--- config.mk ---
export PLATFORM = sky130hd
export DESIGN_NAME = alu_ctl_unit
export DESIGN_NICKNAME = d
export VERILOG_FILES = /design/src/rtl/alu_ctl_pkg.sv /design/src/rtl/alu_op_decode.sv /design/src/rtl/alu_core.sv /design/src/rtl/alu_ctl_unit.sv
export SDC_FILE = /design/constraint.sdc
export NUM_CORES = 1
export LEC_CHECK = 0
export BUFFER_PORTS_ARGS = -buffer_cell sky130_fd_sc_hd__buf_2
export CAP_MARGIN = 20
export CORE_ASPECT_RATIO = 0.6
export CORE_MARGIN = 2
export CORE_UTILIZATION = 59
export CTS_CLUSTER_DIAMETER = 120
export DETAILED_ROUTE_END_ITERATION = 6
export GPL_ROUTABILITY_DRIVEN = 0
export PLACE_DENSITY = 0.89
export SETUP_SLACK_MARGIN = 0.02
export SLEW_MARGIN = 20
export SYNTH_ARGS = -nofsm -noshare
export SYNTH_HDL_FRONTEND = slang
export SYNTH_SLANG_ARGS = --single-unit
--- constraint.sdc ---
create_clock -name clk -period 8.85 [get_ports clk]
set_input_delay 0.4425 -clock clk [delete_from_list [all_inputs] [get_ports clk]]
set_output_delay 0.4425 -clock clk [all_outputs]
set_load 0.005 [all_outputs]
--- src/rtl/alu_ctl_pkg.sv ---
// Package: shared operation encodings for the two-level ALU control.
// Assumes: op bit 2 = invert B and carry in 1; bits 1:0 pick the output source.
package alu_ctl_pkg;

    typedef enum logic [2:0] {
        OP_AND = 3'b000,
        OP_OR  = 3'b001,
        OP_ADD = 3'b010,
        OP_SUB = 3'b110,
        OP_SLT = 3'b111
    } alu_op_e;

    typedef enum logic [1:0] {
        CLS_MEM  = 2'b00,
        CLS_BR   = 2'b01,
        CLS_REG  = 2'b10,
        CLS_RSVD = 2'b11
    } alu_cls_e;

    localparam logic [1:0] SRC_AND = 2'b00;
    localparam logic [1:0] SRC_OR  = 2'b01;
    localparam logic [1:0] SRC_SUM = 2'b10;
    localparam logic [1:0] SRC_LT  = 2'b11;

    localparam logic [5:0] FN_ADD = 6'b100000;
    localparam logic [5:0] FN_SUB = 6'b100010;
    localparam logic [5:0] FN_AND = 6'b100100;
    localparam logic [5:0] FN_OR  = 6'b100101;
    localparam logic [5:0] FN_SLT = 6'b101010;

endpackage

--- src/rtl/alu_op_decode.sv ---
// Module: alu_op_decode
// Two-level decode. The class either fixes the operation or hands over to the
// function-field decoder. Purely combinational.
// Assumes: unknown function codes and the reserved class both fall back to add.
module alu_op_decode
    import alu_ctl_pkg::*;
#(
    parameter int FN_W = 6
) (
    input  logic [1:0]      alu_class,
    input  logic [FN_W-1:0] funct,
    output alu_op_e         op
);

    alu_op_e fixed_op;
    alu_op_e field_op;
    logic    use_field;

    // Level one: the class picks a fixed operation or defers to the field.
    always_comb begin
        use_field = 1'b0;
        fixed_op  = OP_ADD;
        unique case (alu_class)
            CLS_MEM:  fixed_op  = OP_ADD;
            CLS_BR:   fixed_op  = OP_SUB;
            CLS_REG:  use_field = 1'b1;
            default:  fixed_op  = OP_ADD;
        endcase
    end

    // Level two: the function field selects among the register operations.
    always_comb begin
        case (funct)
            FN_ADD:  field_op = OP_ADD;
            FN_SUB:  field_op = OP_SUB;
            FN_AND:  field_op = OP_AND;
            FN_OR:   field_op = OP_OR;
            FN_SLT:  field_op = OP_SLT;
            default: field_op = OP_ADD;
        endcase
    end

    // Final selection between the two levels.
    always_comb op = use_field ? field_op : fixed_op;

endmodule

--- src/rtl/alu_core.sv ---
// Module: alu_core
// A shared adder with optional B inversion, bitwise logic and a signed
// less-than. Produces result, zero and overflow combinationally.
// Assumes: op follows alu_op_e. Overflow is reported only for the adder source
// of add and subtract.
module alu_core
    import alu_ctl_pkg::*;
#(
    parameter int WIDTH = 32
) (
    input  alu_op_e          op,
    input  logic [WIDTH-1:0] a,
    input  logic [WIDTH-1:0] b,
    output logic [WIDTH-1:0] y,
    output logic             zero,
    output logic             ovf
);

    localparam int MSB = WIDTH - 1;

    logic [WIDTH-1:0] b_eff;
    logic [WIDTH-1:0] sum;
    logic [WIDTH-1:0] and_v;
    logic [WIDTH-1:0] or_v;
    logic             sum_ovf;
    logic             less;
    logic             negate;
    logic [1:0]       src;

    assign negate = op[2];
    assign src    = op[1:0];

    // Per-bit conditional inversion of B and the bitwise logic terms.
    genvar gi;
    generate
        for (gi = 0; gi < WIDTH; gi++) begin : g_bit
            assign b_eff[gi] = b[gi] ^ negate;
            assign and_v[gi] = a[gi] & b[gi];
            assign or_v[gi]  = a[gi] | b[gi];
        end
    endgenerate

    // Shared adder with carry in tied to the invert control.
    always_comb sum = a + b_eff + {{(WIDTH-1){1'b0}}, negate};

    // Signed overflow from sign agreement, and the corrected less-than.
    always_comb begin
        sum_ovf = (a[MSB] == b_eff[MSB]) && (sum[MSB] != a[MSB]);
        less    = sum[MSB] ^ sum_ovf;
    end

    // Output source selection.
    always_comb begin
        unique case (src)
            SRC_AND: y = and_v;
            SRC_OR:  y = or_v;
            SRC_SUM: y = sum;
            default: y = {{(WIDTH-1){1'b0}}, less};
        endcase
    end

    // Flags: all-zero detect and overflow gated to the adder source.
    always_comb begin
        zero = (y == '0);
        ovf  = sum_ovf && (src == SRC_SUM);
    end

endmodule

--- src/rtl/alu_ctl_unit.sv ---
// Module: alu_ctl_unit (top)
// Two-level ALU control feeding a WIDTH-bit ALU, with outputs captured in a
// register stage.
// Assumes: synchronous active-low reset. Outputs lag the inputs by one clock.
module alu_ctl_unit
    import alu_ctl_pkg::*;
#(
    parameter int WIDTH = 32,
    parameter int FN_W  = 6
) (
    input  logic             clk,
    input  logic             rst_n,
    input  logic [1:0]       alu_class,
    input  logic [FN_W-1:0]  funct,
    input  logic [WIDTH-1:0] opnd_a,
    input  logic [WIDTH-1:0] opnd_b,
    output logic [WIDTH-1:0] result,
    output logic             zero,
    output logic             overflow
);

    alu_op_e          dec_op;
    logic [WIDTH-1:0] core_y;
    logic             core_zero;
    logic             core_ovf;

    alu_op_decode #(.FN_W(FN_W)) u_dec (
        .alu_class (alu_class),
        .funct     (funct),
        .op        (dec_op)
    );

    alu_core #(.WIDTH(WIDTH)) u_core (
        .op   (dec_op),
        .a    (opnd_a),
        .b    (opnd_b),
        .y    (core_y),
        .zero (core_zero),
        .ovf  (core_ovf)
    );

    // Output register stage with synchronous reset.
    always_ff @(posedge clk) begin
        if (!rst_n) begin
            result   <= '0;
            zero     <= 1'b1;
            overflow <= 1'b0;
        end else begin
            result   <= core_y;
            zero     <= core_zero;
            overflow <= core_ovf;
        end
    end

    // reset state appears one edge after reset is seen.
    assert_reset_state_R1: assert property (@(posedge clk)
        !rst_n |=> (result == '0 && zero && !overflow));

    // registered zero flag agrees with the registered result.
    assert_zero_flag_R9: assert property (@(posedge clk) disable iff (!rst_n)
        zero == (result == '0));

    // memory class yields the sum of the previous operands.
    assert_mem_add_R3: assert property (@(posedge clk) disable iff (!rst_n)
        ($past(rst_n) && $past(alu_class) == CLS_MEM)
            |-> result == $past(opnd_a) + $past(opnd_b));

    // branch class yields the difference of the previous operands.
    assert_br_sub_R4: assert property (@(posedge clk) disable iff (!rst_n)
        ($past(rst_n) && $past(alu_class) == CLS_BR)
            |-> result == $past(opnd_a) - $past(opnd_b));

    // less-than leaves every upper bit clear.
    assert_slt_upper_R8: assert property (@(posedge clk) disable iff (!rst_n)
        ($past(rst_n) && $past(dec_op) == OP_SLT) |-> result[WIDTH-1:1] == '0);

    // no overflow after a logic or less-than operation.
    assert_no_overflow_R10: assert property (@(posedge clk) disable iff (!rst_n)
        ($past(rst_n) && $past(dec_op[1:0]) != SRC_SUM) |-> !overflow);

endmodule

# == Word level (Yosys, flattened, before mapping) ==
# Cells that the tools add are included.
# totals
out_inout_bits,34
regBits,34
inputBits,74
# op_classes
bitwise_logic,97
n_eq_ne,10
mux,5
reduce_logical,4
add_sub_neg,2
# ops
op,count
32-bit case mux with 3 select lines,1
1-bit bitwise XOR,33
32-bit by 1-bit adder with 32-bit output,1
32-bit adder,1
1-bit AND,32
32-bit logical NOT,1
1-bit bitwise OR,32
6-bit equality test (second input constant),4
3-bit case mux with 4 select lines,1
3-bit 2-to-1 mux,2
2-bit by 1-bit equality test with 1-bit output (second input constant),2
2-bit equality test (second input constant),2
1-bit logical AND,2
2-bit logical NOT,1
1-bit equality test,1
1-bit 2-to-1 mux,1
1-bit inequality test,1

# == Logic depth before layout (Yosys ltp) ==
# logic_depth
depth_word,11
ltp_mapped,18
depth_no_buf,16

# == Modules after synthesis ==
# Synthesis repeated with hierarchy kept, for this count alone.
# unflattened
cells_unflattened,513
hier_area_um2,3988.8
# modules_own_cells
module,area_each_um2,instances,seq_area_each_um2,cells_per_inst
alu_core,2964.1,1,0.0,433
alu_ctl_unit,950.9,1,680.7,71
alu_op_decode,73.8,1,0.0,9

# == Worst setup path before layout ==
# No wires, ideal clock.
# synth_path
path_kind,input port to flip-flop
from,input funct[2]
to,register zero
t_required_ps,8791
stages,17
slack_ps,4685
arrival_time_ps,4106
cell_sequence,or3b_1 nor2_1 nor2b_1 clkbuf_1 buf_1 xnor2_1 ha_1 and3_1 or3b_1 or2_0 o22a_2 a21o_1 a22o_1 a2111o_1 nor4_1 nand4_1 nand2_1
# synth_via
elab_chain_cells,11
word_cells_on_any_way,49
# synth_lines
element,line,source
from (decl),alu_ctl_unit.sv:14,"input logic [FN_W-1:0] funct,"
6-bit equality test,alu_op_decode.sv:33,case (funct)
3-bit case mux with 4 select lines (*),alu_op_decode.sv:33,
3-bit 2-to-1 mux (*),alu_op_decode.sv:44,always_comb op = use_field ? field_op : fixed_op;
1-bit bitwise XOR,alu_core.sv:37,assign b_eff[gi] = b[gi] ^ negate;
32-bit adder,alu_core.sv:44,"always_comb sum = a + b_eff + {{(WIDTH-1){1'b0}}, negate};"
32-bit by 1-bit adder with 32-bit output,alu_core.sv:44,
1-bit inequality test,alu_core.sv:48,sum_ovf = (a[MSB] == b_eff[MSB]) && (sum[MSB] != a[MSB]);
1-bit logical AND,alu_core.sv:48,
1-bit bitwise XOR,alu_core.sv:49,less = sum[MSB] ^ sum_ovf;
32-bit case mux with 3 select lines (*),alu_core.sv:54,unique case (src)
32-bit logical NOT (*),alu_core.sv:64,zero = (y == '0);
to (signal assigned),alu_ctl_unit.sv:50,zero <= core_zero;
to (decl),alu_ctl_unit.sv:18,"output logic zero,"
# Every way passes the cells marked *; elsewhere a longest branch is shown, timed or not.
# A chain may end at the register's enable or synchronous reset.

# == Final worst setup path ==
# layout_path
from,input funct[0]
to,register zero
# Same word-level chain as after synthesis.

==> key figures <==
Setup path
  • Critical Path End Type: flip-flop
  • Crit path depth: 17
  • CP Launch Type: input port
  • CP max stage cell: a2111oi_0
  • Kind of critical path: input port to flip-flop
  • Crit path DAT: ~5.3 ns
  • Crit path buf inv count: 2
  • Max stage delay on crit path: 0.60 ns
  • Cell Chain, Critical Path: buf_2 > or3b_1 > nor2_1 > nor2b_4 > buf_4 > xnor2_1 > ha_1 > a21oi_1 > o2111a_1 > o31ai_1 > a21boi_1 > xnor2_1 > a2111oi_0 > nand4_2 > nor4_1 > nand4_1 > nand2_1
  • Critical Path Fanout Max: 38
  • CP most frequent cell: xnor2_1
  • Delay-heaviest family, CP: compound AO/OA/AOI/OAI gates
  • Required time of the worst setup path: 9.06 ns

STA
  • Setup TNS: 0 ns
  • Relative slew margins: 0.423
  • Fmax: about 200 MHz
  • Period utilization: 0.570
  • Max-slew violation count: 0
  • RSZ-0062 raised after global routing: no
  • Final setup viols: 0
  • PnR worst setup slack: roughly 3.8 ns
  • Least-Margin Pin Slew: 0.861 ns
  • Final Hold Viols: 0
  • Final Critical Period: approximately 5.0 ns

Final layout
  • Most frequent cells in the layout: buf_2, xnor2_1, ha_1, nand2_1, a21oi_1
  • Share of cells above drive strength 1: 0.218
  • Fin nets: between 700 and 800
  • Leading cell type in the layout, fill and taps excluded: buf_2
  • Ant diodes: 0
  • P&R area growth vs syn: 16.3%
  • Finished layout cell area: 0.00491 mm2
  • Non-Filler Instances: 711

Power and ir drop
  • Switch Pwr: 0.313 mW
  • Sw frac: 0.402
  • Int Pwr: 0.466 mW
  • PwrDens: 159 mW/mm2
  • Sequential Power Share: 0.240
  • Comb power frac: 0.544
  • Overall Power: just under 0.8 mW
  • Leak: 2.18 nW
  • Max VDD drop: 0.0798 mV
  • Clock power frac: 0.216

Floorplan
  • Die Ht: a little under 70 um
  • Std-Cell Rows: 23
  • Die width: approximately 110 um
  • I/O pins: 108
  • Initial core utilization: 0.622
  • Die area: 0.00787 mm2
  • Core ar.: ~0.0068 mm2

Clocking
  • Post-cts gate resize count: 0
  • Root Buffer: clkbuf_16
  • H-tree depth: 2
  • CTS max path bufs: 2
  • # Post-CTS Setup Buffers: 0
  • CTS Hold Bufs: 0
  • Clk pin slew, worst setup/hold paths: 0.05 ns
  • CTS tree: built
  • Total CTS buffers: 5
  • Clk sinks: 34

GRT
  • GR Overflow Total: 0
  • Pin count of the biggest net entering global routing: 39
  • First-pass GRT wire length: around 22000 um
  • Vias in the first global route: 4341
  • Total track usage: 0.340
  • Initial antenna violation count: 0

Synth
  • Seq/Total Area, Yosys: 0.161
  • Syn avg cell area: 7.97 um2
  • Yosys cell types: 85
  • Ys async rst share: 0
  • Mapped Area: roughly 0.0042 mm2
  • Warnings, synthesis: 0
  • Seq cells post-synth: 34
  • Share of the synthesized area in the top cell type: 0.161
  • Largest area contributor in the netlist: dfxtp_1
  • Top cells by area, synth: dfxtp_1, ha_1, xnor2_1
  • Synth Instances: 530
  • Number of flops mapped to enable cells by yosys: 0
  • Most used DFF post-synth: dfxtp_1
  • Syn Nets: between 600 and 700

Run status
  • Failing checks: DRC
  • Status: finished, violations left

Placement
  • Placed Instance Area: around 0.0048 mm2
  • Placed insts: around 700
  • Hpwl dp: 10600 um
  • Port buffer count: approximately 110
  • Pre-CTS worst setup slack: 3.74 ns

Drt
  • Total Wirelength: approximately 14000 um
  • DRT iter0 DRCs: 638
  • DRT Pass-1 Iters: 7
  • DRT antenna net count: 0
  • Remaining DRCs: 13
  • Wire length per cell: ~19 um
  • Via count: 4792
  • DR vias/cell: 6.74

Min path
  • Hold Path Depth: 2
  • Min-Delay Endpoint: zero$_SDFF_PN1_
  • HP Start: rst_n
  • Tightest Hold Check Type: input port to flip-flop

Job
  • Max-cap violation count: 0
## per-stage QoR
step                      hold slack [ns]   util
after global placement              0.812  0.701
final                               0.561  0.723
after CTS                           0.550  0.723
after floorplan                     0.571      -
after global routing                0.618  0.723
after detailed placement            0.817  0.701
## logic make-up after synthesis
logic type,synth area share
buffers and inverters,0.0415
AND/OR/NAND/NOR,0.227
XOR/XNOR,0.0996
adder cells (fa/ha/maj),0.178
multiplexers,0.00711
flip-flops,0.161
AO/OA/AOI/OAI,0.285
## how the worst max path moves through the flow
stage,end,slack (ns),from
2_1_floorplan,zero$_SDFF_PN1_,4.68,funct[2]
4_1_cts,zero$_SDFF_PN1_,3.99,funct[0]
3_5_place_dp,zero$_SDFF_PN1_,3.74,funct[0]
5_1_grt,zero$_SDFF_PN1_,3.51,funct[0]
3_3_place_gp,zero$_SDFF_PN1_,3.90,funct[0]
6_report,zero$_SDFF_PN1_,3.81,funct[0]
## layout make-up
class	instances	area, um2
Clock buffer	6	139
Clock inverter	2	12.5
Fill cell	518	1880
Inverter	9	35.0
Multi-Input combinational cell	463	3380
Sequential cell	34	681
Tap cell	87	109
Timing Repair Buffer	110	558
## power by group through the flow
stage	clock network (mW)	registers, mW	logic (mW)
floorplan	0	0.195	0.267
global placement	0	0.189	0.388
detailed placement	0	0.190	0.399
CTS	0.170	0.187	0.403
global route	0.177	0.189	0.453
finish	0.168	0.187	0.424
## cell usage after synthesis (5+ instances only)
cell type / instances
maj3_1: 22
o211ai_1: 6
o31ai_1: 5
inv_1: 8
buf_6: 5
nand4_1: 10
nor2b_1: 15
a21oi_1: 39
a21o_1: 22
xor2_1: 6
nor2_1: 29
clkbuf_1: 10
nand2_1: 40
and2_1: 20
nor4_1: 5
o21a_1: 5
nand2b_1: 6
nor3_1: 9
a211oi_1: 8
dfxtp_1: 34
and3_1: 5
a31oi_1: 6
o21ai_0: 27
ha_1: 41
xnor2_1: 42
nand3_1: 9
## registers in the layout (all words and copies together) (netlist names)
name	flops
overflow	1
result	32
zero	1
## routing by layer
layer	track usage	wire length, um	vias up	share of wire
met2	0.484	5350	410	0.39
li1	-	-	2168	-
met1	0.495	5940	2165	0.43
met5	0	0	-	0
met4	0.112	356	0	0.026
met3	0.0892	2040	49	0.15
No activity file was read; power rests on OpenSTA's default activity.
